<file path="config.mk">
export PLATFORM = sky130hd
export DESIGN_NAME = xhist_capture
export DESIGN_NICKNAME = d
export VERILOG_FILES = /design/src/rtl/xhist_pkg.sv /design/src/rtl/xhist_ctrl.sv /design/src/rtl/xhist_datapath.sv /design/src/rtl/xhist_capture.sv
export SDC_FILE = /design/constraint.sdc
export NUM_CORES = 1
export LEC_CHECK = 0
export BUFFER_PORTS_ARGS = -buffer_cell sky130_fd_sc_hd__buf_2
export CAP_MARGIN = 10
export CORE_ASPECT_RATIO = 1.1
export CORE_MARGIN = 1.5
export CORE_UTILIZATION = 62
export CTS_CLUSTER_DIAMETER = 80
export CTS_CLUSTER_SIZE = 16
export DETAILED_ROUTE_END_ITERATION = 16
export PLACE_DENSITY_LB_ADDON = 0.12
export SLEW_MARGIN = 20
export SYNTH_ARGS = -nofsm -noshare
export SYNTH_HDL_FRONTEND = slang
export SYNTH_HIERARCHICAL = 1
export SYNTH_SLANG_ARGS = --single-unit
export TNS_END_PERCENT = 30
</file>
<file path="constraint.sdc">
create_clock -name clk -period 2.4 [get_ports clk]
set_input_delay 0.24 -clock clk [delete_from_list [all_inputs] [get_ports clk]]
set_output_delay 0.24 -clock clk [all_outputs]
set_load 0.05 [all_outputs]
</file>
<file path="src/rtl/xhist_pkg.sv">
package xhist_pkg;

  // Load strobes handed from control to datapath
  typedef struct packed {
    logic evtLoad;
    logic monLoad;
  } xhStrobe_t;

  // Read port address map
  typedef enum logic [1:0] {
    RD_EVT  = 2'd0,
    RD_MON  = 2'd1,
    RD_STAT = 2'd2,
    RD_NONE = 2'd3
  } rdSel_e;

  localparam int STAT_PEND_BIT = 0;
  localparam int STAT_OVR_BIT  = 1;

endpackage

</file>
<file path="src/rtl/xhist_ctrl.sv">
module xhist_ctrl
  import xhist_pkg::*;
(
  input  logic       clk,
  input  logic       rstN,
  input  logic       evtCaptureN,
  input  logic       acceptIn,
  input  logic       capNowReq,
  input  logic       armReq,
  input  logic       monAck,
  output xhStrobe_t  strobes,
  output logic       pendingFlag,
  output logic       overrunFlag
);

  logic armSpent;
  logic armedHit;
  logic monLoad;

  // An armed request fires once, on the first accept it sees
  assign armedHit = acceptIn & armReq & ~armSpent;
  assign monLoad  = capNowReq | armedHit;

  assign strobes.evtLoad = ~evtCaptureN;
  assign strobes.monLoad = monLoad;

  always_ff @(posedge clk or negedge rstN) begin
    if (!rstN) begin
      armSpent <= 1'b0;
    end else if (!armReq) begin
      armSpent <= 1'b0;
    end else if (armedHit) begin
      armSpent <= 1'b1;
    end
  end

  always_ff @(posedge clk or negedge rstN) begin
    if (!rstN) begin
      pendingFlag <= 1'b0;
      overrunFlag <= 1'b0;
    end else begin
      if (monLoad) begin
        pendingFlag <= 1'b1;
      end else if (monAck) begin
        pendingFlag <= 1'b0;
      end
      if (monLoad && pendingFlag && !monAck) begin
        overrunFlag <= 1'b1;
      end else if (monAck) begin
        overrunFlag <= 1'b0;
      end
    end
  end


  ovr_needs_pending_chk: assert property (@(posedge clk) disable iff (!rstN)
    $rose(overrunFlag) |-> $past(pendingFlag));


  ack_clears_chk: assert property (@(posedge clk) disable iff (!rstN)
    (monAck && !monLoad) |=> (!pendingFlag && !overrunFlag));


  arm_once_chk: assert property (@(posedge clk) disable iff (!rstN)
    (acceptIn && armReq && !armSpent) |=> armSpent);


  capture_sets_pending_chk: assert property (@(posedge clk) disable iff (!rstN)
    monLoad |=> pendingFlag);

endmodule

</file>
<file path="src/rtl/xhist_datapath.sv">
module xhist_datapath
  import xhist_pkg::*;
#(
  parameter int DATA_W = 16,
  parameter int DEPTH  = 32,
  parameter int TAP_W  = $clog2(DEPTH)
) (
  input  logic              clk,
  input  logic              rstN,
  input  logic [DATA_W-1:0] dataIn,
  input  logic [TAP_W-1:0]  tapSel [2],
  input  xhStrobe_t         strobes,
  input  logic              pendingFlag,
  input  logic              overrunFlag,
  input  logic [1:0]        rdAddr,
  output logic [DATA_W-1:0] tapOut [2],
  output logic [DATA_W-1:0] rdData
);

  localparam int LAST = DEPTH - 1;

  logic [DATA_W-1:0] stage [DEPTH];
  logic [DATA_W-1:0] evtHold;
  logic [DATA_W-1:0] monHold;

  // History shift register, one step per crossing edge
  always_ff @(posedge clk or negedge rstN) begin
    if (!rstN) begin
      for (int i = 0; i < DEPTH; i++) stage[i] <= '0;
    end else begin
      stage[0] <= dataIn;
      for (int i = 1; i < DEPTH; i++) stage[i] <= stage[i-1];
    end
  end

  // Programmable taps; an out-of-range index clamps to the last stage
  for (genvar t = 0; t < 2; t++) begin : g_tap
    always_comb begin
      if (int'(tapSel[t]) < DEPTH) tapOut[t] = stage[tapSel[t]];
      else                         tapOut[t] = stage[LAST];
    end
  end

  always_ff @(posedge clk or negedge rstN) begin
    if (!rstN) begin
      evtHold <= '0;
    end else if (strobes.evtLoad) begin
      evtHold <= tapOut[0];
    end
  end

  always_ff @(posedge clk or negedge rstN) begin
    if (!rstN) begin
      monHold <= '0;
    end else if (strobes.monLoad) begin
      monHold <= tapOut[0];
    end
  end

  always_comb begin
    rdData = '0;
    unique case (rdSel_e'(rdAddr))
      RD_EVT:  rdData = evtHold;
      RD_MON:  rdData = monHold;
      RD_STAT: begin
        rdData[STAT_PEND_BIT] = pendingFlag;
        rdData[STAT_OVR_BIT]  = overrunFlag;
      end
      RD_NONE: rdData = '0;
    endcase
  end


  evt_hold_stable_chk: assert property (@(posedge clk) disable iff (!rstN)
    !strobes.evtLoad |=> $stable(evtHold));


  evt_hold_load_chk: assert property (@(posedge clk) disable iff (!rstN)
    strobes.evtLoad |=> (evtHold == $past(tapOut[0])));


  mon_hold_stable_chk: assert property (@(posedge clk) disable iff (!rstN)
    !strobes.monLoad |=> $stable(monHold));


  mon_hold_load_chk: assert property (@(posedge clk) disable iff (!rstN)
    strobes.monLoad |=> (monHold == $past(tapOut[0])));

endmodule

</file>
<file path="src/rtl/xhist_capture.sv">
module xhist_capture
  import xhist_pkg::*;
#(
  parameter int DATA_W = 16,
  parameter int DEPTH  = 32,
  parameter int TAP_W  = $clog2(DEPTH)
) (
  input  logic              clk,
  input  logic              rstN,
  input  logic [DATA_W-1:0] dataIn,
  input  logic [TAP_W-1:0]  tapSelA,
  input  logic [TAP_W-1:0]  tapSelB,
  input  logic              evtCaptureN,
  input  logic              acceptIn,
  input  logic              capNowReq,
  input  logic              armReq,
  input  logic              monAck,
  input  logic [1:0]        rdAddr,
  output logic [DATA_W-1:0] tapOutA,
  output logic [DATA_W-1:0] tapOutB,
  output logic [DATA_W-1:0] rdData
);

  xhStrobe_t         strobes;
  logic              pendingFlag;
  logic              overrunFlag;
  logic [TAP_W-1:0]  tapSel [2];
  logic [DATA_W-1:0] tapOut [2];

  assign tapSel[0] = tapSelA;
  assign tapSel[1] = tapSelB;
  assign tapOutA   = tapOut[0];
  assign tapOutB   = tapOut[1];

  xhist_ctrl u_ctrl (
    .clk         (clk),
    .rstN        (rstN),
    .evtCaptureN (evtCaptureN),
    .acceptIn    (acceptIn),
    .capNowReq   (capNowReq),
    .armReq      (armReq),
    .monAck      (monAck),
    .strobes     (strobes),
    .pendingFlag (pendingFlag),
    .overrunFlag (overrunFlag)
  );

  xhist_datapath #(
    .DATA_W (DATA_W),
    .DEPTH  (DEPTH),
    .TAP_W  (TAP_W)
  ) u_dp (
    .clk         (clk),
    .rstN        (rstN),
    .dataIn      (dataIn),
    .tapSel      (tapSel),
    .strobes     (strobes),
    .pendingFlag (pendingFlag),
    .overrunFlag (overrunFlag),
    .rdAddr      (rdAddr),
    .tapOut      (tapOut),
    .rdData      (rdData)
  );


  reset_clear_chk: assert property (@(posedge clk)
    !rstN |-> (rdData == '0));

endmodule

</file>
==> results_dict.tcl, run 1 <==
set metrics [dict create \
    grt_max_degree 73 \
    drive_gt1_frac 0.303 \
    synth_fp_nets 1416 \
    yosys.area.top_type_share 0.604 \
    syn_inst 1381 \
    path_buf_inv 1 \
    numCtsBuffers 40 \
    fin_crit_ns 2.69 \
    cp-end-kind "output port" \
    powerDensity_nw_per_um2 744 \
    total_power_uw 19400 \
    drcViolationCount 0 \
    wl_met2_um 24900 \
    peakVddDrop_mv 0.574 \
    nets 1551 \
    clock_sinks 547 \
    io_buffers 82 \
    hold_violations 0 \
    vias_per_cell 6.60 \
    grt_overflow 0 \
    synth_area_leaders "dfrtp_1, mux4_2, mux2i_1" \
    drt_wl_total_um 52100 \
    clock-root-buffer "clkbuf_16" \
    max_freq_ghz 0.372 \
    arrival_ns 2.45 \
    cts_tree "yes" \
    rows 73 \
    fin_crit_sh 1.12 \
    ant_nets 0 \
    cts_buffer_depth 3 \
    synth_area_sq_um 22700 \
    leakagePower_uw 0.0113 \
    ys_ff_latch 547 \
    ys_types 23 \
    antennaDiodeCount 0 \
    die_h_um 203 \
    area_growth_pct 15.4 \
    clk_latency_ns 0.56 \
    critPathTopFamily "multiplexers" \
    antenna_found_initial 0 \
    cts-htree-levels 2 \
    pre_cts_ws_ns -0.211 \
    crit_type "reg2out" \
    cp-start-kind "register" \
    vias 13200 \
    path_cells "mux4_2, mux4_2, mux2_4, buf_6" \
    worst_hold_path_type "in2reg" \
    gp_congestion 0.796 \
    wire_per_inst_um 26.0 \
    yosysSeqAreaShare 0.604 \
    failed_checks "setup timing" \
    coreArea_sq_um 36100 \
    slowest_delay_ns 0.48 \
    finalWorstSetupSlack_ns -0.286 \
    maxCapViolCount 0 \
    tightest_slew_ns 0.756 \
    clkSlewWorstSetupHoldPaths_ns 0.07 \
    rsz0062_at_grt "yes" \
    ios 83 \
    dieArea_sq_um 37700 \
    syn_area_per_cell_sq_um 16.4 \
    dp_hpwl_um 32700 \
    slew_headroom 0.495 \
    final-setup-viol-count 17 \
    skew_ns 0.0188 \
    initial_core_util 0.628 \
    grt_pass1_vias 14200 \
    tns_ns -3.71 \
    worst-path-max-fanout 3 \
    grt_pass1_wl_um 83700 \
    dr.first_iter.drc_count 918 \
    status "finished with violations" \
    die_w_um 185 \
    wl_met3_um 2660 \
    crit_top_cell "mux4_2" \
    top_layer "met4" \
    cp.required_ns 2.16 \
    dr.pass1.iters 5 \
    wl_met1_um 23000 \
    synth_top_area_cell "dfrtp_1" \
    grt_usage 0.293 \
    yosys_warnings 6 \
    cpMaxStageDelayCell "mux4_2" \
    drv_slew 0 \
]
-- where the power goes --
part / leakage [uW] / total (uW) / switching, uW / internal [uW]
combinational: 0.00447 / 3130 / 1690 / 1440
clock: 0.000522 / 6140 / 3080 / 3060
sequential: 0.00635 / 10200 / 415 / 9770
-- state kept, by name (all words and copies together) (netlist names) --
signal / cells
u_ctrl/armSpent: 1
u_ctrl/overrunFlag: 1
u_dp/evtHold: 16
u_ctrl/pendingFlag: 1
u_dp/monHold: 16
u_dp/stage: 512
-- metal layers --
metal,track usage,vias to the layer above
met5,0,-
met4,0.104,0
met3,0.0477,92
met2,0.443,405
met1,0.439,7183
li1,-,5562
-- cells in the mapped netlist --
cell / n
buf_4: 29
a21oi_1: 66
buf_1: 15
clkbuf_1: 49
nor4_1: 16
clkbuf_2: 1
o221ai_1: 1
a22oi_1: 128
nor2_1: 15
or2_2: 1
nand2b_1: 2
o21a_1: 1
mux4_2: 160
mux2_2: 48
nand4b_1: 1
nand2_1: 4
nor2b_1: 3
o21ai_0: 3
and2_1: 1
inv_1: 3
mux2i_1: 272
dfrtp_1: 547
buf_2: 15
-- cells in the final DEF, fill, tap and decap left out, types with 3 or more instances in the layout --
master         synthesis  routed
mux2_4                 0      13
buf_6                  0      21
inv_1                  3       3
buf_12                 0      40
nor2_1                15      14
nand2_1                4       4
buf_4                 29      65
a22oi_1              128     126
buf_2                 15      46
dfrtp_1              547     545
nor4_2                 0       7
nor4_4                 0       9
mux2i_1              272     272
clkbuf_16              0      41
buf_8                  0       5
dlygate4sd3_1          0      22
mux2_2                48      35
a21oi_1               66      63
a21oi_2                0       3
mux4_2               160     160
-- final timing paths --
path                                 start  depth (start not counted)  slack (ns)                 end
hold reg to reg             u_dp/stage[74]                          0        0.39      u_dp/stage[58]
max in group asynchronous             rstN                          3        1.31     u_dp/stage[500]
setup / recovery           u_dp/stage[500]                          4       -0.29          tapOutB[4]
setup reg to reg           u_dp/stage[362]                          5        0.68    u_dp/evtHold[10]
hold / removal                    acceptIn                          3        0.05  u_ctrl/pendingFlag
min in group asynchronous             rstN                          2        0.26      u_dp/stage[87]
-- cells by family after synthesis --
logic type | share of synthesized area
flops | 0.604
compound gates | 0.0584
buf+inv | 0.0242
mux | 0.303
simple gates | 0.00989
-- through the flow --
step / util / instances / hold WS (ns) / cell area (sq um)
floorplan: - / 1381 / -0.0556 / 22800
global placement: 0.678 / 1921 / 0.258 / 24500
detailed placement: 0.678 / 1921 / 0.259 / 24500
CTS: 0.721 / 2001 / 0.0298 / 26000
global route: 0.725 / 2006 / 0.0828 / 26100
finish: 0.725 / 2006 / 0.0498 / 26100
-- worst min-delay path, stage by stage --
cell      delay (ns)
buf_2           0.11
nand2_1         0.08
o221ai_1        0.11
-- what timing repair did --
item	in CTS	in global routing
setup endpoints to repair	24	32
gates resized for setup	53	32
setup buffers	13	5
endpoints found under the hold margin	79	0
hold buffers	22	0
pin swaps	5	7
-- area by class of cell --
class / count / area (sq um)
sequential: 547 / 13700
multi-input combinational: 722 / 8690
clock inverter: 3 / 33.8
tap: 487 / 609
fill: 2260 / 9940
timing repair buffer: 202 / 2080
inverter: 3 / 11.3
clock buffer: 42 / 1030
Note: power is estimated with default switching activity, not from simulation.
==> run 2: changes to the inputs <==
- CORE_ASPECT_RATIO: 1.1 -> 1.4
- GPL_ROUTABILITY_DRIVEN: unset -> 0
- PLACE_DENSITY: unset -> 0.8
- PLACE_DENSITY_LB_ADDON: 0.12 -> unset
==> results_dict.tcl, run 2 (synthesis gave the netlist of run 1 again) <==
set metrics [dict create \
    status "finished with violations" \
    failed_checks "setup timing" \
    final_cell_mix "dfrtp_1, mux2i_1, mux4_2, a22oi_1, buf_4" \
    io_buffers 82 \
    grt_usage 0.300 \
    clock_sinks 547 \
    cts_buffer_depth 3 \
    numCtsBuffers 40 \
    nets 1572 \
    path_buf_inv 1 \
    place_area_sq_um 24600 \
    grt_max_degree 72 \
    slew_headroom 0.529 \
    max_freq_ghz 0.372 \
    use_met2 0.488 \
    powerDensity_nw_per_um2 739 \
    die_w_um 165 \
    pwr-share-comb 0.166 \
    dp_cells 1911 \
    fin_crit_sh 1.12 \
    dp_hpwl_um 33800 \
    dr.pass1.iters 5 \
    final_cell_count_no_fill 2002 \
    grt_pass1_vias 14600 \
    power_frac_seq 0.522 \
    clkSlewWorstSetupHoldPaths_ns 0.07 \
    cp-start-kind "register" \
    worst-path-max-fanout 2 \
    finalWorstSetupSlack_ns -0.286 \
    drive_gt1_frac 0.311 \
    dr.first_iter.drc_count 1003 \
    clk_latency_ns 0.56 \
    total_power_uw 19500 \
    top_register "u_dp/stage" \
    final_common_cell "dfrtp_1" \
    tightest_slew_ns 0.706 \
    reg.largest.list "u_dp/stage x512, u_dp/evtHold x16, u_dp/monHold x16" \
    grt_pass1_wl_um 85500 \
    wire_per_inst_um 26.8 \
    crit_top_cell "mux4_2" \
    fillers 2204 \
    path_cells "mux4_2, mux4_2, mux2_4, buf_6" \
    largest_reg_flops 512 \
    hold-worst-slack_ns 0.233 \
    rsz0062_at_grt "yes" \
    antenna_found_initial 0 \
    rows 82 \
    use_met3 0.0453 \
    worst_hold_path_type "in2async" \
    ant_nets 0 \
    peakVddDrop_mv 0.641 \
    grt_overflow 0 \
    cp.required_ns 2.16 \
    clock-root-buffer "clkbuf_16" \
    cp-end-kind "output port" \
    clockPowerShare 0.313 \
    vias 13500 \
    slowest_delay_ns 0.52 \
    cts_tree "yes" \
    skew_ns 0.0211 \
    area_growth_pct 16.6 \
    fin_area_sq_um 26400 \
    ios 83 \
    p_switching_uw 5220 \
    dieArea_sq_um 37700 \
    die_h_um 229 \
    cts-htree-levels 2 \
    maxCapViolCount 0 \
    tns_ns -4.33 \
    cpMaxStageDelayCell "mux4_2" \
    coreArea_sq_um 35900 \
    vias_per_cell 6.73 \
    drt_wl_total_um 53600 \
    initial_core_util 0.631 \
    final-setup-viol-count 21 \
    p_sw_frac 0.267 \
    arrival_ns 2.45 \
    multiInputGateArea_sq_um 8720 \
    regArea_sq_um 13700 \
    grt.busiest_layer "met2" \
    leakagePower_uw 0.0115 \
    drv_slew 0 \
    crit_type "reg2out" \
    met1_usage 0.415 \
    critPathTopFamily "multiplexers" \
    drcViolationCount 0 \
    fin_crit_ns 2.69 \
    hold_violations 0 \
    internal_power_uw 14300 \
]
==> run 2: cell count changes in the layout (fill, tap and decap cells not counted), sizes merged <==
cell	change
dlygate4sd3	+1
clkbuf	-1
buf	+20
diode	+1
==> run 2: timing repair <==
item                                    CTS  global route
endpoints found under the hold margin    66             0
hold buffers                             23             0
setup buffers                            21             2
endpoints found under the setup margin   30            31
resized for setup                        69            16
pin swaps                                12             9
==> run 2: worst paths after layout <==
check / cells past startpoint / slack (ns) / startpoint / to
min in group clk: 2 / 0.31 / dataIn[5] / u_dp/stage[501]
hold / removal: 2 / 0.23 / rstN / u_dp/stage[85]
setup / recovery: 4 / -0.29 / u_dp/stage[265] / tapOutB[9]
max in group asynchronous: 3 / 1.24 / rstN / u_dp/stage[234]
hold reg to reg: 0 / 0.38 / u_dp/stage[234] / u_dp/stage[218]
setup reg to reg: 7 / 0.59 / u_dp/stage[263] / u_dp/monHold[7]
==> run 2: layout make-up <==
| cell class | count | area share |
|---|---|---|
| inverter | 3 | 0.000426 |
| clock inverter | 3 | 0.00128 |
| timing repair buffer | 223 | 0.0890 |
| sequential | 547 | 0.518 |
| antenna | 1 | 0.0000947 |
| clock buffer | 41 | 0.0388 |
| multi-input combinational | 722 | 0.330 |
| tap | 462 | 0.0219 |
==> run 2: metal layers <==
layer / wire length [um] / part of all wire / up-vias
li1: - / - / 5608
met1: 21600 / 0.40 / 7350
met2: 27400 / 0.51 / 420
met3: 2500 / 0.047 / 101
met4: 2050 / 0.038 / 0
met5: 0 / 0 / -
==> run 2: power by group through the flow <==
| stage | registers, uW | logic, uW | clock network, uW |
|---|---|---|---|
| floorplan | 10200 | 2000 | 0 |
| global placement | 10300 | 2940 | 0 |
| detailed placement | 10300 | 2990 | 0 |
| CTS | 10200 | 3210 | 6230 |
| global route | 10200 | 3410 | 6560 |
| finish | 10200 | 3230 | 6100 |
==> run 2: metrics by stage <==
| step | utilization | setup WS, ns |
|---|---|---|
| finish | 0.736 | -0.286 |
| global route | 0.735 | -0.322 |
| CTS | 0.733 | -0.287 |
| detailed placement | 0.686 | -0.146 |
| global placement | 0.686 | -0.130 |
| floorplan | - | -0.0933 |
